===== src/rtl/cfg_store_pkg.sv =====
package cfg_store_pkg;
  typedef enum logic [1:0] {
    OP_PROG   = 2'b00,
    OP_READ   = 2'b01,
    OP_ERASE  = 2'b10,
    OP_SECURE = 2'b11
  } op_e;

  typedef struct packed {
    logic prog;
    logic read;
    logic erase;
    logic secure;
    logic reject;
  } strobe_t;
endpackage


===== src/rtl/cfg_cmd_decode.sv =====
module cfg_cmd_decode
  import cfg_store_pkg::*;
(
  input  logic       valid_i,
  input  logic [1:0] op_i,
  input  logic       secured_i,
  output strobe_t    strb_o
);
  op_e op;
  assign op = op_e'(op_i);

  always_comb begin
    strb_o = '0;
    if (valid_i) begin
      unique case (op)
        OP_PROG: begin
          strb_o.prog   = !secured_i;
          strb_o.reject = secured_i;
        end
        OP_READ:   strb_o.read   = 1'b1;
        OP_ERASE:  strb_o.erase  = 1'b1;
        OP_SECURE: strb_o.secure = 1'b1;
        default: ;
      endcase
    end
  end
endmodule


===== src/rtl/cfg_cell_array.sv =====
module cfg_cell_array #(
  parameter int ADDR_W = 4,
  parameter int WORD_W = 8,
  localparam int DEPTH = 1 << ADDR_W,
  localparam int CFG_W = DEPTH * WORD_W
) (
  input  logic              clk_i,
  input  logic              rst_ni,
  input  logic              prog_i,
  input  logic              erase_i,
  input  logic [ADDR_W-1:0] addr_i,
  input  logic [WORD_W-1:0] wdata_i,
  output logic [CFG_W-1:0]  cfg_o
);
  for (genvar k = 0; k < DEPTH; k++) begin : g_word
    logic [WORD_W-1:0] word_q;
    logic              sel;
    assign sel = prog_i && (addr_i == ADDR_W'(k));

    always_ff @(posedge clk_i or negedge rst_ni) begin
      if (!rst_ni)      word_q <= '0;
      else if (erase_i) word_q <= '0;
      else if (sel)     word_q <= word_q | wdata_i;  // one-way programming
    end

    assign cfg_o[k*WORD_W +: WORD_W] = word_q;
  end
endmodule


===== src/rtl/cfg_read_port.sv =====
module cfg_read_port #(
  parameter int ADDR_W = 4,
  parameter int WORD_W = 8,
  localparam int DEPTH = 1 << ADDR_W,
  localparam int CFG_W = DEPTH * WORD_W
) (
  input  logic              clk_i,
  input  logic              rst_ni,
  input  logic              rd_i,
  input  logic              secured_i,
  input  logic [ADDR_W-1:0] addr_i,
  input  logic [CFG_W-1:0]  cfg_i,
  output logic [WORD_W-1:0] rdata_o,
  output logic              rvalid_o
);
  logic [WORD_W-1:0] words [DEPTH];

  for (genvar k = 0; k < DEPTH; k++) begin : g_view
    assign words[k] = cfg_i[k*WORD_W +: WORD_W];
  end

  always_ff @(posedge clk_i or negedge rst_ni) begin
    if (!rst_ni) begin
      rdata_o  <= '0;
      rvalid_o <= 1'b0;
    end else begin
      rvalid_o <= rd_i;
      if (rd_i) rdata_o <= secured_i ? '1 : words[addr_i];
    end
  end
endmodule


===== src/rtl/cfg_security.sv =====
module cfg_security (
  input  logic clk_i,
  input  logic rst_ni,
  input  logic set_i,
  input  logic clr_i,
  input  logic reject_i,
  output logic secured_o,
  output logic err_o
);
  always_ff @(posedge clk_i or negedge rst_ni) begin
    if (!rst_ni) begin
      secured_o <= 1'b0;
      err_o     <= 1'b0;
    end else begin
      err_o <= reject_i;
      if (clr_i)      secured_o <= 1'b0;
      else if (set_i) secured_o <= 1'b1;
    end
  end
endmodule


===== src/rtl/cfg_store.sv =====
module cfg_store
  import cfg_store_pkg::*;
#(
  parameter int ADDR_W = 4,
  parameter int WORD_W = 8,
  localparam int DEPTH = 1 << ADDR_W,
  localparam int CFG_W = DEPTH * WORD_W
) (
  input  logic              clk_i,
  input  logic              rst_ni,
  input  logic              cmd_valid_i,
  input  logic [1:0]        cmd_op_i,
  input  logic [ADDR_W-1:0] addr_i,
  input  logic [WORD_W-1:0] wdata_i,
  output logic [WORD_W-1:0] rdata_o,
  output logic              rvalid_o,
  output logic              err_o,
  output logic              secured_o,
  output logic [CFG_W-1:0]  cfg_o
);
  strobe_t strb;

  cfg_cmd_decode u_dec (
    .valid_i   (cmd_valid_i),
    .op_i      (cmd_op_i),
    .secured_i (secured_o),
    .strb_o    (strb)
  );

  cfg_cell_array #(.ADDR_W(ADDR_W), .WORD_W(WORD_W)) u_cells (
    .clk_i   (clk_i),
    .rst_ni  (rst_ni),
    .prog_i  (strb.prog),
    .erase_i (strb.erase),
    .addr_i  (addr_i),
    .wdata_i (wdata_i),
    .cfg_o   (cfg_o)
  );

  cfg_read_port #(.ADDR_W(ADDR_W), .WORD_W(WORD_W)) u_rd (
    .clk_i     (clk_i),
    .rst_ni    (rst_ni),
    .rd_i      (strb.read),
    .secured_i (secured_o),
    .addr_i    (addr_i),
    .cfg_i     (cfg_o),
    .rdata_o   (rdata_o),
    .rvalid_o  (rvalid_o)
  );

  cfg_security u_sec (
    .clk_i     (clk_i),
    .rst_ni    (rst_ni),
    .set_i     (strb.secure),
    .clr_i     (strb.erase),
    .reject_i  (strb.reject),
    .secured_o (secured_o),
    .err_o     (err_o)
  );
endmodule


===== config.mk =====
export PLATFORM = sky130hd
export DESIGN_NAME = cfg_store
export DESIGN_NICKNAME = d
export VERILOG_FILES = /design/src/rtl/cfg_store_pkg.sv /design/src/rtl/cfg_cmd_decode.sv /design/src/rtl/cfg_cell_array.sv /design/src/rtl/cfg_read_port.sv /design/src/rtl/cfg_security.sv /design/src/rtl/cfg_store.sv
export SDC_FILE = /design/constraint.sdc
export NUM_CORES = 1
export LEC_CHECK = 0
export BUFFER_PORTS_ARGS = -buffer_cell sky130_fd_sc_hd__buf_2
export CORE_MARGIN = 1.5
export CORE_UTILIZATION = 30
export DETAILED_ROUTE_END_ITERATION = 8
export PLACE_DENSITY = 0.55
export REMOVE_ABC_BUFFERS = 1
export SKIP_CTS_REPAIR_TIMING = 1
export SLEW_MARGIN = 20
export SYNTH_ARGS = -nofsm -noshare
export SYNTH_HDL_FRONTEND = slang
export SYNTH_SLANG_ARGS = --single-unit

===== constraint.sdc =====
create_clock -name clk_i -period 2.2 [get_ports clk_i]
set_input_delay 0.44 -clock clk_i [delete_from_list [all_inputs] [get_ports clk_i]]
set_output_delay 0.44 -clock clk_i [all_outputs]
set_load 0.005 [all_outputs]

; ---- Yosys cells after proc, flatten, opt, wreduce, memory -nomap -nowiden
; Cells that the tools add are included.
[totals]
regBits = 139
latchBits = 0
ram_bits = 0
romBits = 0
inputBits = 17
output_inout_bits = 139
wordCells = 136
mem_count = 0
[classes]
add_sub_neg = 0
mul = 0
n_div = 0
n_lt_le_gt_ge = 1
n_eq_ne = 18
shifts = 0
muxes = 44
bitwise = 17
n_reduce_logical = 36
[ops]
columns = operator, count
row1 = 8-bit 2-to-1 mux, 35
row2 = 8-bit OR, 16
row3 = 2-bit nonzero test, 17
row4 = 8-bit binary-select mux with 4-bit select, 1
row5 = "4-bit equality test, second input constant", 8
row6 = "4-bit by 3-bit equality test with 1-bit output, second input constant", 4
row7 = 1-bit logical AND, 16
row8 = "4-bit by 2-bit equality test with 1-bit output, second input constant", 2
row9 = 1-bit 2-to-1 mux, 7
row10 = "5-bit >= comparator, second input constant", 1
row11 = 5-bit 2-to-1 mux, 1
row12 = 4-bit inverter with 5-bit output, 1
row13 = "2-bit equality test, second input constant", 2
row14 = "4-bit by 1-bit equality test with 1-bit output, second input constant", 1
row15 = 4-bit logical NOT, 1
row16 = "2-bit by 1-bit equality test with 1-bit output, second input constant", 1
row17 = 2-bit logical NOT, 1
row18 = 1-bit logical NOT, 1

; ---- Logic depth before layout (Yosys ltp)
; Gate-level depths: netlist (run 1).
[logic_depth]
word_depth = 6
depth_mapped = 7
depth_no_buf = 4

; ---- Modules after synthesis
; A second synthesis (run 1) with hierarchy kept.
[unflattened]
hier_cells = 571
area_unflattened_um2 = 6552.5
[by_module_without_submodules]
columns = module, n_inst, cells_per_inst, area_per_inst_um2, seq_area_each_um2
row1 = cfg_cell_array, 1, 456, 5139.9, 3203.1
row2 = cfg_read_port, 1, 107, 1297.5, 225.2
row3 = cfg_security, 1, 3, 60.1, 50.0
row4 = cfg_cmd_decode, 1, 5, 55.1, 0.0

; ---- Worst setup path after synthesis (run 1)
; No wires, ideal clock.
[synth_path]
path_kind = input to register
startpoint = in addr_i[0]
endpoint = reg u_rd.rdata_o[1]
setup_time_ps = 139
arrival_time_ps = 1876
required_ps = 2061
path_slack_ps = 185
path_stages = 7
path_buffers = 3
cell_sequence = clkbuf_1 -> buf_2 -> buf_2 -> mux2i_1 -> o32ai_1 -> a2111oi_0 -> a21oi_1
[synth_between]
elab_chain_cells = 5
[synth_rtl]
columns = item, line
row1 = from (decl), cfg_store.sv:13  ; input logic [ADDR_W-1:0] addr_i,
row2 = 4-bit inverter with 5-bit output (not written as such), cfg_read_port.sv:28  ; if (rd_i) rdata_o <= secured_i ? '1 : words[addr_i];
row3 = 8-bit binary-select mux with 4-bit select, cfg_read_port.sv:28
row4 = 8-bit 2-to-1 mux (not written as such) (2 in series), cfg_read_port.sv:28
row5 = 8-bit 2-to-1 mux, cfg_read_port.sv:28
row6 = to (signal assigned), cfg_read_port.sv:28
row7 = to (decl), cfg_read_port.sv:13  ; output logic [WORD_W-1:0] rdata_o,
; Every way passes these cells. The select of a mux whose other input is x is not followed.
; A chain may end at the register's enable or synchronous reset.

; ---- Worst setup path in the final report (run 1)
[layout_path]
startpoint = reg u_sec.secured_o
endpoint = reg u_cells.g_word[11].word_q[3]
[layout_between]
elab_chain_cells = 5
[layout_rtl]
columns = item, line
row1 = from (decl), cfg_security.sv:7  ; output logic secured_o,
row2 = from (signal assigned), cfg_security.sv:12  ; secured_o <= 1'b0;
row3 = from (signal assigned), cfg_security.sv:16  ; if (clr_i) secured_o <= 1'b0;
row4 = from (signal assigned), cfg_security.sv:17  ; else if (set_i) secured_o <= 1'b1;
row5 = 1-bit logical NOT, cfg_cmd_decode.sv:17  ; strb_o.prog = !secured_i;
row6 = 1-bit 2-to-1 mux, cfg_cmd_decode.sv:15  ; unique case (op)
row7 = 5-bit 2-to-1 mux, cfg_cmd_decode.sv:14  ; if (valid_i) begin
row8 = 1-bit logical AND, cfg_cell_array.sv:18  ; assign sel = prog_i && (addr_i == ADDR_W'(k));
row9 = 2-bit nonzero test (no source line), -
row10 = to (signal assigned), cfg_cell_array.sv:23  ; else if (sel) word_q <= word_q | wdata_i;
row11 = to (decl), cfg_cell_array.sv:16  ; logic [WORD_W-1:0] word_q;
; Every way passes these cells.

==> results of run 1 <==
## cells in the mapped netlist, types with 2 or more instances
cell,n,area (sq um)
o22a_1,3,26.28
mux2i_1,15,150.1
nor2_1,113,424.2
buf_6,2,22.52
or2_1,3,18.77
nand2b_1,2,12.51
a2111oi_0,4,35.03
o21ai_2,24,210.2
inv_1,3,11.26
nor3_1,2,10.01
buf_2,8,40.04
clkbuf_1,28,105.1
nand2_1,43,161.4
mux4_2,23,518.0
a31oi_1,2,12.51
o32ai_1,4,35.03
or2_2,2,12.51
dfrtp_1,139,3478
mux2_2,4,45.04
a22oi_1,4,30.03
a21oi_1,114,570.6
and2_1,2,12.51
buf_1,4,15.01
o2111ai_1,3,26.28
nor4_4,13,276.5
## kinds of logic after synthesis
family          share of synthesized area [%]
compound gates                          15.14
mux                                     11.22
flops                                   54.74
simple gates                            15.51
buf+inv                                 3.386
## sequential cells by signal, indices dropped and copies added (netlist names)
register and flops:
u_sec.err_o 1, u_rd.rvalid_o 1, u_rd.rdata_o 8, u_cells.g_word.word_q 128, u_sec.secured_o 1
## per-stage QoR
step | hold WS [ns] | setup slack (ns)
3_5_place_dp | 0.3885 | 0.01279
6_report | 0.3784 | 0.1844
5_1_grt | 0.3689 | 0.09883
3_3_place_gp | 0.3775 | 0.05493
2_1_floorplan | 0.1444 | -1.847
4_1_cts | -0.06465 | 0.1713
## worst max-delay path, delay by kind of cell (launching register included)
| kind | cells | cell delay [ns] |
|---|---|---|
| AOI/OAI and AO/OA | 1 | 0.19 |
| and+or+nand+nor | 3 | 1.36 |
| DFF | 1 | 0.38 |
## layer usage
metal / up-vias / global-route usage, % / wire, um
li1: 2387 / - / -
met2: 189 / 30.12 / 9876
met3: 12 / 5.767 / 1632
met5: - / 0 / 12
met1: 2618 / 27.72 / 9566
met4: 2 / 4.653 / 119
## final cells by class
class                      instances  share of cell area (%)
clock buffer                      18                   5.119
sequential                       139                   41.49
timing repair buffer             199                   14.67
inverter                           3                  0.1343
tap                              275                   4.104
clock inverter                    12                   2.656
multi-input combinational        388                   31.83
## power breakdown
part / switching [mW] / internal (mW) / leakage (nW) / total, mW
clock network: 1.12 / 2.11 / 0.300 / 3.22
registers: 0.0761 / 2.65 / 1.91 / 2.72
logic: 0.373 / 0.225 / 2.04 / 0.598
total: 1.56 / 4.98 / 4.25 / 6.55
## worst paths after layout
check                                                                end  slack (ns)  cells after the start
worst max register to register  u_cells.g_word[11].word_q[3]$_DFFE_PN0P_        0.18                      4
worst max-delay path            u_cells.g_word[11].word_q[3]$_DFFE_PN0P_        0.18                      4
min in group asynchronous        u_cells.g_word[5].word_q[2]$_DFFE_PN0P_        0.50                      2
worst min-delay path                               u_sec.err_o$_DFF_PN0_        0.38                      2
max in group asynchronous       u_cells.g_word[11].word_q[3]$_DFFE_PN0P_        1.05                      3
worst min register to register   u_cells.g_word[9].word_q[6]$_DFFE_PN0P_        0.51                      2
==> impl_metrics.env, run 1 <==
export IMPL_die_w_um=148.5
export IMPL_ctsRootBufferMaster="clkbuf_16"
export IMPL_overflow=0
export IMPL_initial_core_util_pct=30.42
export IMPL_io_buffers=155
export IMPL_routed_wirelength_um=21210
export IMPL_cts_sinks=139
export IMPL_syn_cell_area_sq_mm=0.006355
export IMPL_ys_warnings_count=0
export IMPL_crit_slowest_cell="or4b_4"
export IMPL_antenna_left=0
export IMPL_slew_limit_headroom_pct=63.81
export IMPL_period_share_pct=91.62
export IMPL_drt_wirelength_per_cell_um=20.51
export IMPL_antenna_found_initial=1
export IMPL_p_per_area_mw_per_mm2=780.7
export IMPL_power_mw=6.546
export IMPL_synthArstFlopShare_pct=100.0
export IMPL_startpoint="u_sec.secured_o$_DFFE_PN0P_"
export IMPL_die_h_um=148.5
export IMPL_regArea_sq_mm=0.003478
export IMPL_clock_latency_ns=0.42
export IMPL_worstSetupPathType="reg -> reg"
export IMPL_peakVddDrop_mv=0.5615
export IMPL_tritoncts="yes"
export IMPL_vias_per_cell=5.037
export IMPL_cap_violations=0
export IMPL_synth_distinct_cells=35
export IMPL_num_io_pins=156
export IMPL_dpl_cell_count=1003
export IMPL_htree_levels=4
export IMPL_grt_max_degree=54
export IMPL_coreArea_sq_mm=0.02089
export IMPL_multiInputGateArea_sq_mm=0.002669
export IMPL_place_hpwl_um=15240
export IMPL_clockBufferDepth=2
export IMPL_finalNonFillerCells=1034
export IMPL_drive_gt1_share_pct=39.13
export IMPL_syn_inst=574
export IMPL_place_gp_congestion=0.7902
export IMPL_hold_path_class="in -> reg"
export IMPL_final_util_pct=40.14
export IMPL_worst_pin_slew_ns=0.5429
export IMPL_final_area_sq_mm=0.008384
export IMPL_startpoint_type="flop"
export IMPL_synth_edf_count=0
export IMPL_arrival_ns=2.35
export IMPL_row_count=53
export IMPL_area_growth_pct=31.94
export IMPL_placed_area_sq_mm=0.007722
export IMPL_cp_end_kind="flop"
export IMPL_skew_ns=0.007461
export IMPL_tns_ns=0
export IMPL_fill_cells=2061
export IMPL_clk_pin_slew_worst_paths_ns=0.06
export IMPL_report_final_slew_viol_count=0
export IMPL_syn_area_per_cell_sq_um=11.07
export IMPL_worstPathCellList="or4b_4 > or3_1 > or2_1 > o21ai_2"
export IMPL_drt_pass1_iterations=5
export IMPL_rsz0062_at_grt="no"
export IMPL_drtIter0Drc=377
export IMPL_antenna_cells=0
export IMPL_status="completed"
export IMPL_leakage_nw=4.250
export IMPL_synth_ff_type="dfrtp_1"
export IMPL_max_freq_mhz=496.1
export IMPL_cts_made_buffers=17
export IMPL_die_area_sq_mm=0.02207
export IMPL_ys_seq_area_share_pct=54.74
export IMPL_min_delay_start="cmd_valid_i"
export IMPL_grt_use_total_pct=19.76
export IMPL_drc=0
export IMPL_reg2reg_from="u_sec.secured_o$_DFFE_PN0P_"
export IMPL_setup_violations=0
export IMPL_finalHoldViolations=0
export IMPL_final_nets=765
export IMPL_most_common_layout_cells="buf_2 (153), dfrtp_1 (139), a21oi_1 (114)"
export IMPL_grt_first_pass_wirelength_um=32230
export IMPL_final_common_cell="buf_2"
export IMPL_yosys_register_bits=139
export IMPL_crit_path_max_fanout=8
export IMPL_grt_pass1_vias=5077
export IMPL_cpPeakStageDelay_ns=0.56
export IMPL_period_needed_ns=2.016
export IMPL_worstPathRequired_ns=2.54
export IMPL_vias=5208
Power figures use the tool's default switching activity.
==> run 2: changes to the inputs <==
--- a/config.mk
+++ b/config.mk
@@ -8,6 +8,7 @@
 export BUFFER_PORTS_ARGS = -buffer_cell sky130_fd_sc_hd__buf_2
 export CORE_MARGIN = 1.5
 export CORE_UTILIZATION = 30
+export CTS_BUF_LIST = sky130_fd_sc_hd__clkbuf_4 sky130_fd_sc_hd__clkbuf_8
 export DETAILED_ROUTE_END_ITERATION = 8
 export PLACE_DENSITY = 0.55
 export REMOVE_ABC_BUFFERS = 1
==> impl_metrics.env, run 2 (synthesized netlist as in run 1, its figures left out) <==
export IMPL_cts_sinks=139
export IMPL_rsz0062_at_grt="no"
export IMPL_arrival_ns=2.41
export IMPL_place_hpwl_um=15240
export IMPL_coreArea_sq_mm=0.02089
export IMPL_drc=0
export IMPL_slew_limit_headroom_pct=63.86
export IMPL_drtIter0Drc=348
export IMPL_cap_violations=0
export IMPL_die_h_um=148.5
export IMPL_antenna_left=0
export IMPL_routed_wirelength_um=21060
export IMPL_place_gp_congestion=0.7902
export IMPL_largest_register_ffs=128
export IMPL_area_growth_pct=28.98
export IMPL_num_io_pins=156
export IMPL_tns_ns=0
export IMPL_p_per_area_mw_per_mm2=706.1
export IMPL_grt_use_total_pct=19.62
export IMPL_vias=5207
export IMPL_r2r_end="u_cells.g_word[11].word_q[3]$_DFFE_PN0P_"
export IMPL_reg2reg_from="u_sec.secured_o$_DFFE_PN0P_"
export IMPL_ctsRootBufferMaster="clkbuf_8"
export IMPL_period_share_pct=92.68
export IMPL_grt_max_degree=54
export IMPL_grt_first_pass_wirelength_um=32080
export IMPL_max_freq_mhz=490.4
export IMPL_drt_wirelength_per_cell_um=20.36
export IMPL_startpoint="u_sec.secured_o$_DFFE_PN0P_"
export IMPL_reg2regPathDepth=4
export IMPL_leakage_nw=4.166
export IMPL_startpoint_type="flop"
export IMPL_most_common_layout_cells="buf_2 (153), dfrtp_1 (139), a21oi_1 (114)"
export IMPL_die_area_sq_mm=0.02207
export IMPL_setup_violations=0
export IMPL_reg_top3="u_cells.g_word.word_q: 128 flops, u_rd.rdata_o: 8 flops"
export IMPL_worstPathRequired_ns=2.57
export IMPL_regMostFlops="u_cells.g_word.word_q"
export IMPL_status="completed"
export IMPL_tritoncts="yes"
export IMPL_drt_pass1_iterations=5
export IMPL_initial_core_util_pct=30.42
export IMPL_antenna_found_initial=1
export IMPL_row_count=53
export IMPL_io_buffers=155
export IMPL_crit_path_max_fanout=8
export IMPL_cts_made_buffers=17
export IMPL_drive_gt1_share_pct=39.26
export IMPL_grt_pass1_vias=5086
export IMPL_overflow=0
export IMPL_clockBufferDepth=2
export IMPL_antenna_cells=0
export IMPL_final_nets=765
export IMPL_die_w_um=148.5
export IMPL_worst_pin_slew_ns=0.5421
export IMPL_htree_levels=4
export IMPL_vias_per_cell=5.036
export IMPL_clk_pin_slew_worst_paths_ns=0.07
export IMPL_final_common_cell="buf_2"
export IMPL_r2r_slack_ns=0.16
export IMPL_period_needed_ns=2.039
export IMPL_hold_path_class="in -> reg"
export IMPL_clock_latency_ns=0.45
export IMPL_finalHoldViolations=0
export IMPL_worstSetupEndpoint="u_cells.g_word[11].word_q[3]$_DFFE_PN0P_"
export IMPL_skew_ns=0.009163
export IMPL_power_mw=5.788
export IMPL_peakVddDrop_mv=0.3398
export IMPL_cp_end_kind="flop"
export IMPL_report_final_slew_viol_count=0
export IMPL_worstSetupPathType="reg -> reg"
-- run 2: per-layer routing --
metal	global-route usage, %	vias to the layer above	share of wire [%]
li1	-	2382	-
met1	27.61	2618	46
met2	29.77	188	46
met3	5.951	17	7.1
met4	4.356	2	0.93
met5	0	-	0.057
-- run 2: where the power goes --
group | leakage [nW] | switching (mW) | total, mW | internal [mW]
sequential | 1.91 | 0.0761 | 2.72 | 2.64
combinational | 2.04 | 0.372 | 0.597 | 0.225
clock | 0.216 | 1.01 | 2.47 | 1.46
total | 4.17 | 1.46 | 5.79 | 4.33
-- run 2: cell type report --
cell class / instances / area [sq um]
Clock inverter: 12 / 222.7
Fill cell: 2085 / 12690
Sequential cell: 139 / 3478
Multi-Input combinational cell: 388 / 2669
Inverter: 3 / 11.26
Tap cell: 275 / 344.1
Clock buffer: 18 / 241.5
Timing Repair Buffer: 199 / 1230
-- run 2: worst min path at each step --
| stage | startpoint | endpoint | slack, ns | cells past startpoint |
|---|---|---|---|---|
| finish | cmd_valid_i | u_sec.err_o$_DFF_PN0_ | 0.35 | 2 |
| global route | cmd_valid_i | u_sec.err_o$_DFF_PN0_ | 0.33 | 2 |
| CTS | rst_ni | u_cells.g_word[15].word_q[3]$_DFFE_PN0P_ | -0.11 | 1 |
| detailed placement | rst_ni | u_cells.g_word[5].word_q[2]$_DFFE_PN0P_ | 0.39 | 1 |
| global placement | rst_ni | u_cells.g_word[5].word_q[2]$_DFFE_PN0P_ | 0.38 | 1 |
| floorplan | rst_ni | u_cells.g_word[0].word_q[0]$_DFFE_PN0P_ | 0.14 | 0 |
-- run 2: per-stage QoR --
stage,setup slack [ns],cell area [sq um],utilization [%],hold slack [ns],std cells
2_1_floorplan,-1.847,6151,-,0.1444,530
3_3_place_gp,0.05493,7722,36.97,0.3775,1003
3_5_place_dp,0.01279,7722,36.97,0.3885,1003
4_1_cts,0.1641,8187,39.19,-0.1109,1033
5_1_grt,0.09627,8197,39.24,0.3265,1034
6_report,0.1610,8197,39.24,0.3517,1034
-- run 2: critical path, stage by stage (launching register included) --
cell     delay (ns)
dfrtp_1        0.38
or4b_4         0.56
or3_1          0.37
or2_1          0.45
o21ai_2        0.20
